### src/rtl/swallow_div_pkg.sv
package swallow_div_pkg;
    // log2 of the base prescaler modulus (128)
    localparam int PRESC_LOG2 = 7;
    // width of the main (N) counter
    localparam int MAIN_W     = 11;
    // width of the swallow (A) counter
    localparam int SWAL_W     = 7;
endpackage

### src/rtl/swallow_presc.sv
module swallow_presc #(
    parameter  int PRESC_LOG2 = swallow_div_pkg::PRESC_LOG2,
    localparam int CW         = PRESC_LOG2 + 1
) (
    input  logic          clk,
    input  logic          rst_n,
    input  logic          en,
    input  logic          mod_hi,
    output logic          tick,
    output logic [CW-1:0] cnt_o
);
    // terminal counts for the two moduli: 2^k + 1 and 2^k input clocks
    localparam logic [CW-1:0] LAST_HI = CW'(2 ** PRESC_LOG2);
    localparam logic [CW-1:0] LAST_LO = CW'(2 ** PRESC_LOG2 - 1);

    typedef struct packed {
        logic [CW-1:0] cnt;
    } presc_st_t;

    presc_st_t st_d, st_q;

    always_comb begin
        st_d = st_q;
        tick = en && (st_q.cnt == (mod_hi ? LAST_HI : LAST_LO));
        if (!en || tick) begin
            st_d.cnt = '0;
        end else begin
            st_d.cnt = st_q.cnt + CW'(1);
        end
    end

    always_ff @(posedge clk or negedge rst_n) begin
        if (!rst_n) begin
            st_q <= '0;
        end else begin
            st_q <= st_d;
        end
    end

    assign cnt_o = st_q.cnt;
endmodule

### src/rtl/swallow_guard.sv
module swallow_guard #(
    parameter int MAIN_W = swallow_div_pkg::MAIN_W,
    parameter int SWAL_W = swallow_div_pkg::SWAL_W
) (
    input  logic [MAIN_W-1:0] n_i,
    input  logic [SWAL_W-1:0] a_i,
    output logic [SWAL_W-1:0] a_eff_o,
    output logic              clamp_o
);
    logic [MAIN_W-1:0] a_wide;
    logic [MAIN_W-1:0] n_less;

    always_comb begin
        a_wide  = MAIN_W'(a_i);
        n_less  = n_i - MAIN_W'(1);
        clamp_o = (a_wide >= n_i);
        // when clamped, N - 1 < A <= 2^SWAL_W - 1, so it fits the swallow width
        a_eff_o = clamp_o ? SWAL_W'(n_less) : a_i;
    end
endmodule

### src/rtl/swallow_ctrl.sv
module swallow_ctrl #(
    parameter int MAIN_W = swallow_div_pkg::MAIN_W,
    parameter int SWAL_W = swallow_div_pkg::SWAL_W
) (
    input  logic              clk,
    input  logic              rst_n,
    input  logic              tick,
    input  logic [MAIN_W-1:0] n_i,
    input  logic [SWAL_W-1:0] a_i,
    input  logic              clamp_i,
    output logic              run_o,
    output logic              pulse_o,
    output logic              mod_hi_o,
    output logic              clamp_o,
    output logic [MAIN_W-1:0] n_cnt_o,
    output logic [SWAL_W-1:0] a_cnt_o
);
    typedef struct packed {
        logic              run;
        logic              pulse;
        logic              clamp;
        logic [MAIN_W-1:0] n;
        logic [SWAL_W-1:0] a;
    } ctrl_st_t;

    ctrl_st_t st_d, st_q;

    always_comb begin
        st_d       = st_q;
        st_d.pulse = 1'b0;
        if (!st_q.run) begin
            // first edge out of reset: initial load, no pulse
            st_d.run   = 1'b1;
            st_d.n     = n_i;
            st_d.a     = a_i;
            st_d.clamp = clamp_i;
        end else if (tick) begin
            if (st_q.n <= MAIN_W'(1)) begin
                // last prescaler period of the cycle: boundary
                st_d.pulse = 1'b1;
                st_d.n     = n_i;
                st_d.a     = a_i;
                st_d.clamp = clamp_i;
            end else begin
                st_d.n = st_q.n - MAIN_W'(1);
                if (st_q.a != '0) begin
                    st_d.a = st_q.a - SWAL_W'(1);
                end
            end
        end
    end

    always_ff @(posedge clk or negedge rst_n) begin
        if (!rst_n) begin
            st_q <= '0;
        end else begin
            st_q <= st_d;
        end
    end

    assign run_o    = st_q.run;
    assign pulse_o  = st_q.pulse;
    assign mod_hi_o = (st_q.a != '0);
    assign clamp_o  = st_q.clamp;
    assign n_cnt_o  = st_q.n;
    assign a_cnt_o  = st_q.a;
endmodule

### src/rtl/swallow_divider.sv
module swallow_divider #(
    parameter  int PRESC_LOG2 = swallow_div_pkg::PRESC_LOG2,
    parameter  int MAIN_W     = swallow_div_pkg::MAIN_W,
    parameter  int SWAL_W     = swallow_div_pkg::SWAL_W,
    localparam int CW         = PRESC_LOG2 + 1
) (
    input  logic              clk,
    input  logic              rst_n,
    input  logic [MAIN_W-1:0] n_ratio_i,
    input  logic [SWAL_W-1:0] a_ratio_i,
    output logic              cmp_pulse_o,
    output logic              mod_hi_o,
    output logic              clamp_o
);
    logic [SWAL_W-1:0] a_eff;
    logic              clamp_next;
    logic              run;
    logic              presc_tick;
    logic [CW-1:0]     presc_cnt;
    logic [MAIN_W-1:0] n_cnt;
    logic [SWAL_W-1:0] a_cnt;

    swallow_guard #(.MAIN_W(MAIN_W), .SWAL_W(SWAL_W)) u_guard (
        .n_i     (n_ratio_i),
        .a_i     (a_ratio_i),
        .a_eff_o (a_eff),
        .clamp_o (clamp_next)
    );

    swallow_ctrl #(.MAIN_W(MAIN_W), .SWAL_W(SWAL_W)) u_ctrl (
        .clk      (clk),
        .rst_n    (rst_n),
        .tick     (presc_tick),
        .n_i      (n_ratio_i),
        .a_i      (a_eff),
        .clamp_i  (clamp_next),
        .run_o    (run),
        .pulse_o  (cmp_pulse_o),
        .mod_hi_o (mod_hi_o),
        .clamp_o  (clamp_o),
        .n_cnt_o  (n_cnt),
        .a_cnt_o  (a_cnt)
    );

    swallow_presc #(.PRESC_LOG2(PRESC_LOG2)) u_presc (
        .clk    (clk),
        .rst_n  (rst_n),
        .en     (run),
        .mod_hi (mod_hi_o),
        .tick   (presc_tick),
        .cnt_o  (presc_cnt)
    );
endmodule

### config.mk
export PLATFORM = sky130hd
export DESIGN_NAME = swallow_divider
export DESIGN_NICKNAME = d
export VERILOG_FILES = /design/src/rtl/swallow_div_pkg.sv /design/src/rtl/swallow_presc.sv /design/src/rtl/swallow_guard.sv /design/src/rtl/swallow_ctrl.sv /design/src/rtl/swallow_divider.sv
export SDC_FILE = /design/constraint.sdc
export NUM_CORES = 1
export LEC_CHECK = 0
export BUFFER_PORTS_ARGS = -buffer_cell sky130_fd_sc_hd__buf_4
export CORE_MARGIN = 8
export CORE_UTILIZATION = 43
export CTS_CLUSTER_SIZE = 24
export DETAILED_ROUTE_END_ITERATION = 10
export GPL_ROUTABILITY_DRIVEN = 0
export MAX_ROUTING_LAYER = met4
export PLACE_DENSITY = 0.69
export SYNTH_ARGS = -nofsm -noshare
export SYNTH_HDL_FRONTEND = slang
export SYNTH_SLANG_ARGS = --single-unit
### constraint.sdc
create_clock -name clk -period 4.38 [get_ports clk]
set_clock_uncertainty 0.2 [all_clocks]
set_input_delay 0.219 -clock clk [delete_from_list [all_inputs] [get_ports clk]]
set_output_delay 0.219 -clock clk [all_outputs]
set_load 0.02 [all_outputs]
==> reports/metrics.csv, run 1 <==
metric;value;unit
cts_root_buf;sky130_fd_sc_hd__clkbuf_8;
yosys_most_used_dff;sky130_fd_sc_hd__dfrtp_1;
hp-class;in2reg;
critPathRequiredTime;4340;ps
worst_slew_pin_slew;973;ps
async_reset_ff_share;100;%
initial_core_util;44.2;%
fill_cells;465;
io-pin-count;23;
power_density;270;mW/mm^2
crit_chain;inv_1 -> ha_1 -> or3b_2 -> nor4_4 -> mux2_4 -> or4_1 -> o2bb2ai_1 -> a22o_1;
hold_viol;0;
clock_path_buffers;2;
drt_iter0_drc;102;
grt-ovfl-total;0;
postSynthRegisterBits;29;
netlist_instances;235;
ant_nets;0;
mappedNetlistArea;0.00206;sq mm
worst_path_cell_with_the_longest_stage_delay;sky130_fd_sc_hd__or3b_2;
vdd.ir_drop.worst;0.000116;V
slew_violations;0;
finalNetCount;294;
grt_max_degree;31;
cp-start-kind;flip-flop;
chipHeight;85.2;microns
detail_route.wl_per_cell;16.3;microns
share_of_post_route_cells_with_drive_strength_above_1;15.6;%
synth_largest_area_cell;sky130_fd_sc_hd__dfrtp_1;
fp.coreArea;0.00466;sq mm
synth_top_cells_by_count;29 x sky130_fd_sc_hd__dfrtp_1, 24 x sky130_fd_sc_hd__nand2_1, 20 x sky130_fd_sc_hd__nor2_1, 14 x sky130_fd_sc_hd__inv_1;
kind_of_critical_path;reg2reg;
dr.pass1.iters;4;
ys_types;58;
clk_pin_slew;60;ps
timing.setup.tns;0;ps
multi_input_area;0.00125;sq mm
synth.top_cells.by_area;sky130_fd_sc_hd__dfrtp_1 35%, sky130_fd_sc_hd__ha_1 7.3%, sky130_fd_sc_hd__nand2_1 4.4%;
fmax;334;MHz
synth_nets;267;
post-layout-total-power;0.000649;W
timing.max_slew.rel_slack;35.1;%
pleak;1.03;nW
setup_repair_after_global_routing_missed_its_margin;false;
finalWirelength;5.15;mm
syn_avg_cell_area;8.76;sq um
insertedDiodeCount;0;
die_w;85.2;microns
grtUsageTotal;15.6;%
worstPathMaxFanout;9;
design.die.area;0.00726;sq mm
worst-endpoint-arrival;2960;ps
grt_pass1_wl;8.98;mm
drv_cap;0;
num_vias;1871;
numClockSinks;29;
yosysMostFrequentCell;sky130_fd_sc_hd__dfrtp_1;
min_period_over_period;68.4;%
synth_largest_type_area_fraction;35.2;%
timing.final.crit_period;3000;ps
antenna_violations_before_repair;0;
yosys_warnings;0;
cts.htree.levels;2;
drc;0;
cts_inserted_buffers;5;
portBuffers;22;
critPathMaxStageDelay;510;ps
area.growth.synth_to_final;16.6;%
dpl.hpwl;3.79;mm
drt-vias-per-instance;5.92;
first_global_vias;1905;
area.sequential;726;sq um
std_cell_rows;25;
status;finished, final reports clean;
synth_enable_flop_cells;0;
setup_violations;0;
cp-end-kind;flip-flop;
worst_skew_pair.late_latency;280;ps
cts_tree;done;
synth-seq-area-share;35.2;%
==> flip-flops by register name, summed over array words and instances (netlist names) <==
signal and cells:
u_ctrl.n_cnt_o 11, u_presc.cnt_o 8, u_ctrl.a_cnt_o 7, u_ctrl.run_o 1, u_ctrl.pulse_o 1, u_ctrl.clamp_o 1
==> cells by family after synthesis <==
logic type / synth area share [%]
compound gates: 19.2
xor+xnor: 4.25
fa+ha+maj: 7.29
buf+inv: 4.25
flops: 35.2
mux: 5.16
other cells: 0.182
simple gates: 24.4
==> area by class of cell <==
class	count	area share (%)
clock buffers	7	3.60
inverters	14	2.19
multi-input cells	184	51.9
flip-flops and latches	29	30.2
well taps	54	2.81
repair buffers	28	9.28
==> per-layer routing <==
| layer | wire [microns] | vias to the layer above | global-route usage [%] | part of all wire, % |
|---|---|---|---|---|
| li1 | - | 917 | - | - |
| met1 | 2440 | 903 | 18.8 | 47 |
| met2 | 2460 | 45 | 25.6 | 48 |
| met3 | 191 | 6 | 3.09 | 3.7 |
| met4 | 60 | 0 | 4.37 | 1.2 |
| met5 | 0 | - | - | 0 |
==> cell usage in the layout, fill, tap and decap left out, types with 2 or more instances in the layout <==
| master | instances |
|---|---|
| sky130_fd_sc_hd__nand4_1 | 5 |
| sky130_fd_sc_hd__o22ai_1 | 2 |
| sky130_fd_sc_hd__nor4_1 | 3 |
| sky130_fd_sc_hd__xnor2_1 | 5 |
| sky130_fd_sc_hd__a21oi_1 | 8 |
| sky130_fd_sc_hd__o221ai_1 | 2 |
| sky130_fd_sc_hd__buf_4 | 23 |
| sky130_fd_sc_hd__inv_1 | 14 |
| sky130_fd_sc_hd__nor2_1 | 20 |
| sky130_fd_sc_hd__mux2i_1 | 8 |
| sky130_fd_sc_hd__o21ai_0 | 12 |
| sky130_fd_sc_hd__or4_1 | 2 |
| sky130_fd_sc_hd__nor3b_1 | 5 |
| sky130_fd_sc_hd__o2bb2ai_1 | 3 |
| sky130_fd_sc_hd__and3_1 | 2 |
| sky130_fd_sc_hd__and2_1 | 2 |
| sky130_fd_sc_hd__nor3_1 | 10 |
| sky130_fd_sc_hd__clkbuf_8 | 6 |
| sky130_fd_sc_hd__ha_1 | 12 |
| sky130_fd_sc_hd__or3_1 | 2 |
| sky130_fd_sc_hd__a32oi_1 | 2 |
| sky130_fd_sc_hd__nand2_1 | 24 |
| sky130_fd_sc_hd__a31oi_1 | 2 |
| sky130_fd_sc_hd__a211oi_1 | 4 |
| sky130_fd_sc_hd__a22oi_1 | 3 |
| sky130_fd_sc_hd__nand2b_1 | 2 |
| sky130_fd_sc_hd__nand3_1 | 9 |
| sky130_fd_sc_hd__dlygate4sd3_1 | 5 |
| sky130_fd_sc_hd__o211ai_1 | 2 |
| sky130_fd_sc_hd__xor2_1 | 5 |
| sky130_fd_sc_hd__dfrtp_1 | 29 |
| sky130_fd_sc_hd__a22o_1 | 2 |
| sky130_fd_sc_hd__o21a_1 | 2 |
==> metrics by stage <==
stage	cell area (sq um)	setup WS, ps	std cells	hold WS (ps)	utilization (%)
3_5_place_dp	2260	1390	304	-36.9	48.6
4_1_cts	2400	1390	316	11.5	51.5
2_1_floorplan	2060	1540	235	-277	-
3_3_place_gp	2260	1470	304	-33.4	48.6
6_report	2400	1380	316	15.8	51.5
5_1_grt	2400	1270	316	16.6	51.5
==> worst max-delay path, delay by kind of cell, from the launching register on <==
kind	cells	cell delay [ps]
flip-flops	1	400
adder cells (fa/ha/maj)	1	180
AO/OA/AOI/OAI	2	310
buffers and inverters	1	100
AND/OR/NAND/NOR	3	1300
multiplexers	1	390
==> power by group <==
part	internal (W)	switching (W)
clock network	0.000124	0.0000952
registers	0.000287	0.0000287
logic	0.0000554	0.0000577
==> final timing paths <==
check | start | endpoint | slack (ps) | cells after the start
setup / recovery | u_ctrl.a_cnt_o[0] | u_ctrl.n_cnt_o[7] | 1380 | 8
hold / removal | n_ratio_i[10] | u_ctrl.n_cnt_o[10] | 20 | 3
setup reg to reg | u_ctrl.a_cnt_o[0] | u_ctrl.n_cnt_o[7] | 1380 | 8
hold reg to reg | u_ctrl.clamp_o | u_ctrl.clamp_o | 270 | 2
max in group asynchronous | rst_n | u_ctrl.n_cnt_o[4] | 3520 | 2
min in group asynchronous | rst_n | u_presc.cnt_o[3] | 190 | 2
==> timing repair <==
| item | 4_1_cts | 5_1_grt |
|---|---|---|
| hold buffers | 5 | 0 |
| setup buffers | 0 | 0 |
| hold endpoints to repair | 33 | 0 |
| resized for setup | 0 | 0 |
Note: power is estimated with default switching activity, not from simulation.
==> run 2, diff against run 1 <==
- clock period: 4.38 -> 3.1 ns (I/O delays scaled with it)
==> reports/metrics.csv, run 2 (synthesis gave the netlist of run 1 again) <==
metric;value;unit;change
grtUsageTotal;15.6;%;about the same
post-layout-total-power;0.000953;W;was 0.000649 W
critPathMaxStageDelay;510;ps;about the same
num_vias;1909;;was 1,871
min_period_over_period;93.9;%;was 68.4%
setup_repair_after_global_routing_missed_its_margin;false;;unchanged
fill_cells;420;;was 465
post_cts_setup_buffers;0;;unchanged
layout_commonest_cell;sky130_fd_sc_hd__dfrtp_1;;unchanged
worst_slew_pin_slew;614;ps;was 973 ps
grt-ovfl-total;0;;unchanged
timing.max_slew.rel_slack;59.0;%;was 35.1%
cp-start-kind;flip-flop;;unchanged
clock_path_buffers;2;;unchanged
finalNetCount;303;;was 294
timing.final.crit_period;2910;ps;was 3000 ps
worst_path_cell_with_the_longest_stage_delay;sky130_fd_sc_hd__or3b_2;;unchanged
postLayoutCoreUtil;53.5;%;was 51.5%
pleak;1.08;nW;was 1.03 nW
slew_violations;0;;unchanged
worstHoldStart;n_ratio_i[6];;was n_ratio_i[10]
final_cell_mix;29 x sky130_fd_sc_hd__dfrtp_1, 28 x sky130_fd_sc_hd__buf_4, 24 x sky130_fd_sc_hd__nand2_1;;was 29 x sky130_fd_sc_hd__dfrtp_1, 24 x sky130_fd_sc_hd__nand2_1, 23 x sky130_fd_sc_hd__buf_4
insertedDiodeCount;0;;unchanged
setup_violations;0;;unchanged
timing.critical_path.from;u_ctrl.a_cnt_o[0];;unchanged
vdd.ir_drop.worst;0.000180;V;was 0.000116 V
cp-end-kind;flip-flop;;unchanged
status;finished, final reports clean;;unchanged
chipHeight;85.2;microns;unchanged
hold_viol;0;;unchanged
largest_register_ffs;11;;unchanged
drt-vias-per-instance;5.86;;was 5.92
drc;0;;unchanged
worst_hold_path.num_cells;3;;unchanged
hp-class;in2reg;;unchanged
numClockSinks;29;;unchanged
crit_chain;inv_1 -> ha_1 -> or3b_2 -> nor4_4 -> mux2_4 -> or4_1 -> o2bb2ai_1 -> a22o_1;;unchanged
reg2reg_to;u_ctrl.n_cnt_o[7];;unchanged
worstHoldEndpoint;u_ctrl.n_cnt_o[6];;was u_ctrl.n_cnt_o[10]
ant_nets;0;;unchanged
portBuffers;22;;unchanged
timing.setup.tns;0;ps;unchanged
kind_of_critical_path;reg2reg;;unchanged
io-pin-count;23;;unchanged
worst_r2r_startpoint;u_ctrl.a_cnt_o[0];;unchanged
worst-endpoint-arrival;2880;ps;was 2960 ps
grt_pass1_wl;8.96;mm;was 8.98 mm
area.growth.synth_to_final;21.1;%;was 16.6%
std_cell_rows;25;;unchanged
timing.reg2reg.setup_slack;190;ps;was 1380 ps
finalWirelength;5.17;mm;was 5.15 mm
grt_max_degree;30;;was 31
logic_depth_of_the_worst_register_to_register_path;8;;unchanged
drt_iter0_drc;169;;was 102
dr.pass1.iters;4;;unchanged
drv_cap;0;;unchanged
design.die.area;0.00726;sq mm;unchanged
cpLargestDelayFamily;simple AND/OR/NAND/NOR gates;;unchanged
fp.coreArea;0.00466;sq mm;unchanged
power_density;382;mW/mm^2;was 270 mW/mm^2
share_of_post_route_cells_with_drive_strength_above_1;17.6;%;was 15.6%
fmax;344;MHz;was 334 MHz
clk_pin_slew;60;ps;about the same
cts_inserted_buffers;5;;unchanged
cts_tree;done;;unchanged
critPathRequiredTime;3070;ps;was 4340 ps
antenna_violations_before_repair;0;;unchanged
cts.htree.levels;2;;unchanged
initial_core_util;44.2;%;unchanged
die_w;85.2;microns;unchanged
cts_root_buf;sky130_fd_sc_hd__clkbuf_8;;unchanged
dpl.hpwl;3.87;mm;was 3.79 mm
worst_skew_pair.late_latency;280;ps;about the same
worstPathMaxFanout;9;;unchanged
detail_route.wl_per_cell;15.9;microns;was 16.3 microns
worstPathBufferInverterCount;1;;unchanged
first_global_vias;1912;;was 1,905
run 2: cell count changes in the layout (fill, tap and decap cells not counted), sizes merged:
| cell | delta |
|---|---|
| buf | +5 |
| dlygate4sd3 | +4 |
| clkinv | +1 |
run 2: area by class of cell:
type | count | area [sq um] | area share, %
timing repair buffer | 37 | 300 | 12.0
sequential | 29 | 726 | 29.1
tap | 54 | 67.6 | 2.71
inverter | 14 | 52.6 | 2.11
clock buffer | 7 | 96.3 | 3.86
multi-input combinational | 184 | 1250 | 50.0
clock inverter | 1 | 5.00 | 0.201
run 2: how the worst max path moves through the flow:
stage | endpoint | slack [ps] | depth (start not counted)
detailed placement | u_ctrl.n_cnt_o[7] | 210 | 8
CTS | u_ctrl.n_cnt_o[7] | 200 | 8
global route | u_ctrl.a_cnt_o[1] | 60 | 10
finish | u_ctrl.n_cnt_o[7] | 190 | 8
floorplan | u_ctrl.n_cnt_o[7] | 260 | 8
global placement | u_ctrl.n_cnt_o[7] | 270 | 8
run 2: per-layer routing:
metal	part of all wire, %	vias up	track usage (%)
li1	-	937	-
met1	46	898	19.3
met2	47	70	25.1
met3	6.1	4	2.99
met4	0.99	0	5.02
met5	0	-	-
run 2: per-stage QoR:
stage	cells	area, sq um	worst slack [ps]	hold WS (ps)
CTS	326	2490	195	11.2
global placement	309	2300	271	-97.8
global route	326	2490	64.1	30.9
floorplan	235	2060	257	-341
detailed placement	309	2300	209	-99.4
finish	326	2490	190	9.18
run 2: report_power, final:
group | switching, W | leakage (nW) | internal (W)
Clock | 0.000141 | 0.0542 | 0.000200
Sequential | 0.0000364 | 0.356 | 0.000406
Combinational | 0.0000860 | 0.667 | 0.0000833
Total | 0.000264 | 1.08 | 0.000689
run 2: what timing repair did:
| item | 4_1_cts | 5_1_grt |
|---|---|---|
| gates resized for setup | 0 | 0 |
| hold buffers | 9 | 0 |
| hold endpoints to repair | 37 | 0 |
run 2: tightest hold or removal path, delay by kind of cell:
| kind | cells | cell delay, ps |
|---|---|---|
| AO/OA/AOI/OAI | 1 | 160 |
| buffers and inverters | 2 | 140 |
